### src/rtl/bpu_pkg.sv
package bpu_pkg;
  localparam int PC_W   = 16;
  localparam int CS_W   = 8;
  localparam int MODE_W = 3;
  localparam int SKIP_WORDS = 2;

  typedef enum logic [MODE_W-1:0] {
    FM_SKIP = 3'd0,
    FM_ABS  = 3'd1,
    FM_FAR  = 3'd2,
    FM_REL  = 3'd3,
    FM_IND  = 3'd4
  } flow_mode_e;
endpackage

### src/rtl/bpu_target_calc.sv
module bpu_target_calc
  import bpu_pkg::*;
#(
  parameter int PW = PC_W,
  parameter int CW = CS_W,
  parameter int SKIP = SKIP_WORDS
) (
  input  logic [MODE_W-1:0] mode,
  input  logic              take,
  input  logic [PW-1:0]     pc,
  input  logic [CW-1:0]     cs,
  input  logic [PW-1:0]     pword,
  input  logic [CW-1:0]     pbyte,
  output logic [PW-1:0]     tgt_pc,
  output logic [CW-1:0]     tgt_cs,
  output logic              use_mem
);
  localparam logic [PW-1:0] SKIP_INC = PW'(SKIP);

  always_comb begin
    tgt_pc  = pc;
    tgt_cs  = cs;
    use_mem = 1'b0;
    if (take) begin
      case (mode)
        FM_SKIP: tgt_pc = pc + SKIP_INC;
        FM_ABS:  tgt_pc = pword;
        FM_FAR: begin
          tgt_pc = pword;
          tgt_cs = pbyte;
        end
        FM_REL:  tgt_pc = pc + pword;
        FM_IND:  use_mem = 1'b1;
        default: ;
      endcase
    end
  end
endmodule

### src/rtl/bpu_mem_fetch.sv
module bpu_mem_fetch
  import bpu_pkg::*;
#(
  parameter int PW = PC_W
) (
  input  logic          clk,
  input  logic          rst_n,
  input  logic          start,
  input  logic [PW-1:0] start_addr,
  output logic          busy,
  output logic          mem_req_valid,
  input  logic          mem_req_ready,
  output logic [PW-1:0] mem_req_addr,
  input  logic          mem_rsp_valid,
  input  logic [PW-1:0] mem_rsp_data,
  output logic          done,
  output logic [PW-1:0] done_data
);
  typedef enum logic [1:0] {FS_IDLE, FS_ADDR, FS_DATA} fetch_st_e;
  fetch_st_e st;
  logic [PW-1:0] addr_q;

  always_ff @(posedge clk) begin
    if (!rst_n) begin
      st     <= FS_IDLE;
      addr_q <= '0;
    end else begin
      case (st)
        FS_IDLE: if (start) begin
          st     <= FS_ADDR;
          addr_q <= start_addr;
        end
        FS_ADDR: if (mem_req_ready) st <= FS_DATA;
        FS_DATA: if (mem_rsp_valid) st <= FS_IDLE;
        default: st <= FS_IDLE;
      endcase
    end
  end

  assign busy          = (st != FS_IDLE);
  assign mem_req_valid = (st == FS_ADDR);
  assign mem_req_addr  = addr_q;
  assign done          = (st == FS_DATA) && mem_rsp_valid;
  assign done_data     = mem_rsp_data;

  AST_ADDR_HOLD: assert property (@(posedge clk) disable iff (!rst_n)
    (mem_req_valid && !mem_req_ready) |=> (mem_req_valid && $stable(mem_req_addr)));
  AST_ADDR_FROM_START: assert property (@(posedge clk) disable iff (!rst_n)
    (start && !busy) |=> (mem_req_valid && mem_req_addr == $past(start_addr)));
endmodule

### src/rtl/branch_pc_unit.sv
module branch_pc_unit
  import bpu_pkg::*;
(
  input  logic              clk,
  input  logic              rst_n,
  input  logic              req_valid,
  output logic              req_ready,
  input  logic [MODE_W-1:0] req_mode,
  input  logic              req_take,
  input  logic [PC_W-1:0]   req_pc,
  input  logic [CS_W-1:0]   req_cs,
  input  logic [PC_W-1:0]   req_pword,
  input  logic [CS_W-1:0]   req_pbyte,
  output logic              mem_req_valid,
  input  logic              mem_req_ready,
  output logic [PC_W-1:0]   mem_req_addr,
  input  logic              mem_rsp_valid,
  input  logic [PC_W-1:0]   mem_rsp_data,
  output logic              upd_load,
  output logic [PC_W-1:0]   upd_pc,
  output logic [CS_W-1:0]   upd_cs
);
  logic [PC_W-1:0] tgt_pc;
  logic [CS_W-1:0] tgt_cs;
  logic            use_mem;
  logic            fetch_busy;
  logic            fetch_done;
  logic [PC_W-1:0] fetch_data;
  logic [CS_W-1:0] hold_cs;
  logic            accept;

  bpu_target_calc #(.PW(PC_W), .CW(CS_W), .SKIP(SKIP_WORDS)) u_calc (
    .mode(req_mode), .take(req_take), .pc(req_pc), .cs(req_cs),
    .pword(req_pword), .pbyte(req_pbyte),
    .tgt_pc(tgt_pc), .tgt_cs(tgt_cs), .use_mem(use_mem)
  );

  assign req_ready = !fetch_busy;
  assign accept    = req_valid && req_ready;

  bpu_mem_fetch #(.PW(PC_W)) u_fetch (
    .clk(clk), .rst_n(rst_n),
    .start(accept && use_mem), .start_addr(req_pword),
    .busy(fetch_busy),
    .mem_req_valid(mem_req_valid), .mem_req_ready(mem_req_ready),
    .mem_req_addr(mem_req_addr),
    .mem_rsp_valid(mem_rsp_valid), .mem_rsp_data(mem_rsp_data),
    .done(fetch_done), .done_data(fetch_data)
  );

  always_ff @(posedge clk) begin
    if (!rst_n) begin
      upd_load <= 1'b0;
      upd_pc   <= '0;
      upd_cs   <= '0;
      hold_cs  <= '0;
    end else begin
      upd_load <= (accept && !use_mem) || fetch_done;
      if (accept && use_mem) hold_cs <= req_cs;
      if (fetch_done) begin
        upd_pc <= fetch_data;
        upd_cs <= hold_cs;
      end else if (accept && !use_mem) begin
        upd_pc <= tgt_pc;
        upd_cs <= tgt_cs;
      end
    end
  end

  AST_DIRECT_ONE_CYCLE: assert property (@(posedge clk) disable iff (!rst_n)
    (accept && !use_mem) |=> upd_load);
  AST_NO_LOAD_WHILE_BUSY: assert property (@(posedge clk) disable iff (!rst_n)
    !req_ready |-> !upd_load);
  AST_FAR_ATOMIC: assert property (@(posedge clk) disable iff (!rst_n)
    (accept && req_take && req_mode == FM_FAR) |=>
      (upd_load && upd_cs == $past(req_pbyte) && upd_pc == $past(req_pword)));
  AST_NOT_TAKEN_FALLTHRU: assert property (@(posedge clk) disable iff (!rst_n)
    (accept && !req_take) |=>
      (upd_load && upd_pc == $past(req_pc) && upd_cs == $past(req_cs)));
  AST_IND_COMMIT: assert property (@(posedge clk) disable iff (!rst_n)
    (fetch_busy && !mem_req_valid && mem_rsp_valid) |=>
      (upd_load && upd_pc == $past(mem_rsp_data)));
  AST_HOLD_BETWEEN: assert property (@(posedge clk) disable iff (!rst_n)
    (!accept && !fetch_done) |=> ($stable(upd_pc) && $stable(upd_cs) && !upd_load));
endmodule

### config.mk
export PLATFORM = sky130hd
export DESIGN_NAME = branch_pc_unit
export DESIGN_NICKNAME = d
export VERILOG_FILES = /design/src/rtl/bpu_pkg.sv /design/src/rtl/bpu_target_calc.sv /design/src/rtl/bpu_mem_fetch.sv /design/src/rtl/branch_pc_unit.sv
export SDC_FILE = /design/constraint.sdc
export NUM_CORES = 1
export LEC_CHECK = 0
export BUFFER_PORTS_ARGS = -buffer_cell sky130_fd_sc_hd__buf_2
export CAP_MARGIN = 25
export CORE_MARGIN = 1
export CORE_UTILIZATION = 39
export CTS_BUF_LIST = sky130_fd_sc_hd__clkbuf_4
export DETAILED_ROUTE_END_ITERATION = 10
export PLACE_DENSITY = 0.64
export SYNTH_ARGS = -nofsm -noshare
export SYNTH_HDL_FRONTEND = slang
export SYNTH_SLANG_ARGS = --single-unit
### constraint.sdc
create_clock -name clk -period 5.2 [get_ports clk]
set_input_delay 0.52 -clock clk [delete_from_list [all_inputs] [get_ports clk]]
set_output_delay 0.52 -clock clk [all_outputs]
set_load 0.01 [all_outputs]
# After elaboration in Yosys (flattened, before gate mapping)
# Cells that the tools add are included.
[word_totals] ff_bits=51 in_bits=73 output_inout_bits=43 word_cells=45
[classes] n_addsub=2 eq_ne=9 muxes=14 n_reduce_logical=14
[ops] cell="$mux W16" n=3
[ops] cell="$pmux W16 S3" n=1
[ops] cell="$mux W8" n=4
[ops] cell="$add A16 B16 Y16" n=1
[ops] cell="$add A16 B2 Y16 const B" n=1
[ops] cell="$eq A3 B2 Y1 const B" n=2
[ops] cell="$mux W2" n=3
[ops] cell="$pmux W2 S3" n=1
[ops] cell="$logic_and A1 B1 Y1" n=4
[ops] cell="$ne A2 B1 Y1 const B" n=2
[ops] cell="$reduce_bool A2 Y1" n=2
[ops] cell="$eq A3 B1 Y1 const B" n=1
[ops] cell="$eq A3 B3 Y1 const B" n=1
[ops] cell="$logic_not A3 Y1" n=1
[ops] cell="$reduce_and A3 Y1" n=1
[ops] cell="$eq A2 B1 Y1 const B" n=1
[ops] cell="$eq A2 B2 Y1 const B" n=1
[ops] cell="$logic_not A1 Y1" n=2
[ops] cell="$logic_not A2 Y1" n=1
[ops] cell="$mux W1" n=2
[ops] cell="$ne A2 B2 Y1 const B" n=1
[ops] cell="$reduce_and A2 Y1" n=1
[ops] cell="$reduce_or A2 Y1" n=1
[ops] cell="$logic_or A1 B1 Y1" n=1

# Longest topological paths before layout
[logic_depth] depth_word=7 depth_mapped=9 depth_no_buf=9

# Cells and area by module
# Synthesis repeated with hierarchy kept, for this count alone.
[hier_totals] cells_unflattened=489 area_unflattened_um2=4092.7
[modules_own_cells] module="bpu_target_calc" n_inst=1 cells_each=250 area_each_um2=1659.1 seq_area_each_um2=0.0
[modules_own_cells] module="branch_pc_unit" n_inst=1 cells_each=141 area_each_um2=1550.2 seq_area_each_um2=660.6
[modules_own_cells] module="bpu_mem_fetch" n_inst=1 cells_each=98 area_each_um2=883.3 seq_area_each_um2=360.3

# Worst setup path before layout
# OpenSTA, ideal clock, no wires.
[synth_path] path_kind="input to register" start="input port req_pc[0]" end="register upd_pc[14]" setup_ps=70 arrival_time_ps=2325 required_time_ps=5130 slack_ps=2806 stages=9 path_buffers=0 path_cell_list="ha_1 inv_1 fa_1 nand2b_1 a211oi_1 nor2_1 o31ai_1 mux2_2 a21oi_1"
[synth_via] elab_chain_cells=5 elab_cells_between_ends=6 classes_between="2 x add/sub; 4 x mux"
[synth_lines] element="start: declaration" line="branch_pc_unit.sv:10" rtl="input logic [PC_W-1:0] req_pc,"
[synth_lines] element="$add A16 B16 Y16 or $add A16 B2 Y16 (tied branches)" line="bpu_target_calc.sv:32, bpu_target_calc.sv:26"
[synth_lines] element="$pmux W16 S3 *" line="bpu_target_calc.sv:25" rtl="case (mode)"
[synth_lines] element="$mux W16 *" line="bpu_target_calc.sv:24" rtl="if (take) begin"
[synth_lines] element="$mux W16 *" line="branch_pc_unit.sv:63" rtl="end else if (accept && !use_mem) begin"
[synth_lines] element="$mux W16 *" line="branch_pc_unit.sv:60" rtl="if (fetch_done) begin"
[synth_lines] element="end signal: assignment" line="branch_pc_unit.sv:61" rtl="upd_pc <= fetch_data;"
[synth_lines] element="end signal: assignment" line="branch_pc_unit.sv:64" rtl="upd_pc <= tgt_pc;"
[synth_lines] element="end: declaration" line="branch_pc_unit.sv:20" rtl="output logic [PC_W-1:0] upd_pc,"
# Every way passes the cells marked *; elsewhere a longest branch is shown, timed or not. The select of a mux whose other input is x is not followed.
# A chain may end at the register's enable or synchronous reset.

# Worst setup path after layout
[layout_path] start="register u_fetch.st[1]" end="register upd_pc[7]"
[layout_via] elab_chain_cells=5 elab_cells_between_ends=8 classes_between="1 x eq/ne; 1 x mux; 6 x reduce/logical"
[layout_lines] element="start: declaration" line="bpu_mem_fetch.sv:20" rtl="fetch_st_e st;"
[layout_lines] element="start signal: assignment" line="bpu_mem_fetch.sv:25" rtl="st <= FS_IDLE;"
[layout_lines] element="start signal: assignment" line="bpu_mem_fetch.sv:30" rtl="st <= FS_ADDR;"
[layout_lines] element="start signal: assignment" line="bpu_mem_fetch.sv:33" rtl="FS_ADDR: if (mem_req_ready) st <= FS_DATA;"
[layout_lines] element="$reduce_bool A2 Y1" line="bpu_mem_fetch.sv:40" rtl="assign busy = (st != FS_IDLE);"
[layout_lines] element="$logic_not A1 Y1" line="branch_pc_unit.sv:38" rtl="assign req_ready = !fetch_busy;"
[layout_lines] element="$logic_and A1 B1 Y1" line="branch_pc_unit.sv:39" rtl="assign accept = req_valid && req_ready;"
[layout_lines] element="$logic_and A1 B1 Y1" line="branch_pc_unit.sv:63"
[layout_lines] element="$reduce_bool A2 Y1 (no line)"
# Parallel ways exist; a longest one is shown, timed or not.

==> flow_metrics.py <==
metrics = {
    "setup_path": {
        "cp_data_arrival_time_ns": 2.80,
        "start_kind": "flip-flop",
        "worstSetupEndpointType": "flip-flop",
        "required_ns": 5.49,
        "crit_type": "reg -> reg",
        "r2r_slack_ns": 2.69,
        "worstPathMaxFanout": 25,
    },
    "global_routing": {
        "grt_pass1_wl_um": 19700,
        "antenna_found_initial": 0,
        "grt_pass1_vias": 3904,
        "grt_max_degree": 55,
        "track_usage_pct": 25.2,
        "grt-ovfl-total": 0,
    },
    "clocking": {
        "clk_latency_ns": 0.39,
        "cts_root_buf": "clkbuf_4",
        "clk_pin_slew_worst_paths_ns": 0.16,
        "post_cts_buffers": 0,
        "cts.sinks": 51,
        "h-tree-depth": 2,
        "cts_buffer_depth": 2,
        "cts_tree": "built",
        "cts-buffers-inserted": 5,
        "cts_hold_buf": 0,
        "cts-resized-gates": 0,
    },
    "synthesis": {
        "synth_edf_count": 0,
        "synthCells": 502,
        "synthArstFlopShare_pct": 0,
        "synth_cell_types": 57,
        "ys_seq_elements": 51,
        "synth_nets": 592,
        "syn_area_um2": 3700,
        "synth_seq_area_share_pct": 27.6,
        "yosysWarnings": 0,
        "ys.flop_type": "dfxtp_1",
        "syn_avg_cell_area_um2": 7.38,
    },
    "timing": {
        "fin_setup_tns_ns": 0,
        "timing.final.ws_setup_ns": 2.69,
        "period_minus_slack_ns": 2.51,
        "skew_ns": 0.0110,
        "slew_violations": 0,
        "fin_crit_sh_pct": 48.2,
        "finalSetupViolCount": 0,
        "whs_ns": 0.356,
        "max_clock_freq_ghz": 0.399,
        "rsz0062_at_grt": "no",
        "hold_viol": 0,
        "worst_pin_slew_ns": 1.05,
        "relSlewSlack_pct": 29.5,
    },
    "finish": {
        "layout_common_cells": "115 x buf_2, 99 x nand2_1, 51 x dfxtp_1",
        "diodes": 0,
        "drive_gt1_share_pct": 22.8,
        "num-fill-cells": 961,
        "finish.utilization_pct": 47.7,
        "synthToLayoutAreaGrowth_pct": 19.0,
        "instances_no_fill": 726,
        "fin_nets": 686,
        "final_common_cell": "buf_2",
        "stdcell_area_um2": 4410,
    },
    "placement": {
        "portBuffers": 115,
        "dp.final_hpwl_um": 9370,
        "pre_cts_ws_ns": 2.46,
        "gp_congestion": 0.915,
        "placedCellCount": 717,
        "dpl_cell_area_um2": 4310,
    },
    "drt": {
        "drtPass1Iterations": 5,
        "ant_nets": 0,
        "drc": 0,
        "finalWirelength_um": 12400,
        "wl_per_cell_um": 17.1,
        "vias": 4068,
        "viasPerCell": 5.60,
        "dr.first_iter.drc_count": 187,
    },
    "floorplanning": {
        "start_util_pct": 40.1,
        "die_h_um": 99.5,
        "ios": 116,
        "rows": 35,
        "die_area_um2": 9890,
        "core_um2": 9240,
        "fp.dieW_um": 99.5,
    },
    "pwr": {
        "power.leakage_nw": 1.82,
        "power_density_nw_per_um2": 210,
        "peakVddDrop_mv": 0.131,
        "total_power_mw": 0.927,
    },
    "min_path": {
        "hold_path.class": "in -> reg",
    },
    "job": {
        "max-cap-violations": 0,
    },
    "outcome": {
        "status": "finished, final reports clean",
    },
}
==> registers in the layout, indices dropped and copies added (netlist names) <==
name and cells:
u_fetch.mem_req_addr 16, upd_pc 16, hold_cs 8, upd_cs 8, u_fetch.st 2, upd_load 1
==> power by group <==
part	internal, mW	total (mW)	switching (mW)
Sequential	0.407	0.417	0.00916
Clock	0.102	0.245	0.143
Combinational	0.107	0.265	0.158
==> layout make-up <==
| type | count | area (um2) | share of cell area (%) |
|---|---|---|---|
| clock buffer | 5 | 37.5 | 0.852 |
| inverter | 10 | 37.5 | 0.852 |
| clock inverter | 3 | 43.8 | 0.994 |
| multi-input combinational | 411 | 2510 | 56.9 |
| tap | 129 | 161 | 3.66 |
| timing repair buffer | 117 | 598 | 13.6 |
| sequential | 51 | 1020 | 23.2 |
==> metal layers <==
| layer | up-vias | routed length [um] | GRT usage [%] |
|---|---|---|---|
| li1 | 1998 | - | - |
| met1 | 1886 | 5500 | 32.0 |
| met3 | 26 | 745 | 4.43 |
| met2 | 158 | 5810 | 42.9 |
| met4 | 0 | 324 | 9.16 |
| met5 | - | 0 | 0 |
==> worst paths after layout <==
kind,depth (start not counted),from,to
setup / recovery,6,u_fetch.st[1]$_SDFFE_PN0P_,upd_pc[7]$_SDFFE_PN0P_
hold / removal,3,req_cs[2],hold_cs[2]$_SDFFE_PN0P_
hold reg to reg,2,hold_cs[2]$_SDFFE_PN0P_,hold_cs[2]$_SDFFE_PN0P_
setup reg to reg,6,u_fetch.st[1]$_SDFFE_PN0P_,upd_pc[7]$_SDFFE_PN0P_
==> cells by family after synthesis <==
family / synth area share (%)
simple gates: 26.2
mux: 3.04
flops: 27.6
buf+inv: 4.93
compound gates: 29.0
xor+xnor: 3.28
fa+ha+maj: 5.95
==> cell usage after synthesis, drive strengths merged (5+ instances only) <==
library cell | instances | share of area (%)
xor2 | 6 | 1.6
clkbuf | 16 | 1.6
and2 | 11 | 1.9
xnor2 | 7 | 1.7
nor2 | 23 | 2.3
buf | 14 | 2.3
a211oi | 7 | 1.4
nand4 | 5 | 0.84
nand3 | 16 | 2.2
nor3 | 12 | 1.6
nor2b | 9 | 1.5
a21boi | 25 | 5.1
a31oi | 5 | 0.84
o211ai | 5 | 1.0
nand2b | 5 | 0.84
a21oi | 36 | 4.9
o21ai | 45 | 6.1
nand2 | 99 | 10
a22oi | 10 | 2.0
inv | 10 | 1.0
o221ai | 5 | 1.2
mux2i | 9 | 2.4
ha | 16 | 5.4
dfxtp | 51 | 28
==> critical path, cell delays in order (launching register included) <==
cell      delay [ns]
dfxtp_1         0.46
and3b_1         0.86
a21oi_1         0.43
nand2_1         0.19
and4_1          0.18
o221ai_1        0.10
and3_1          0.20
(Power assumes the default switching activity.)
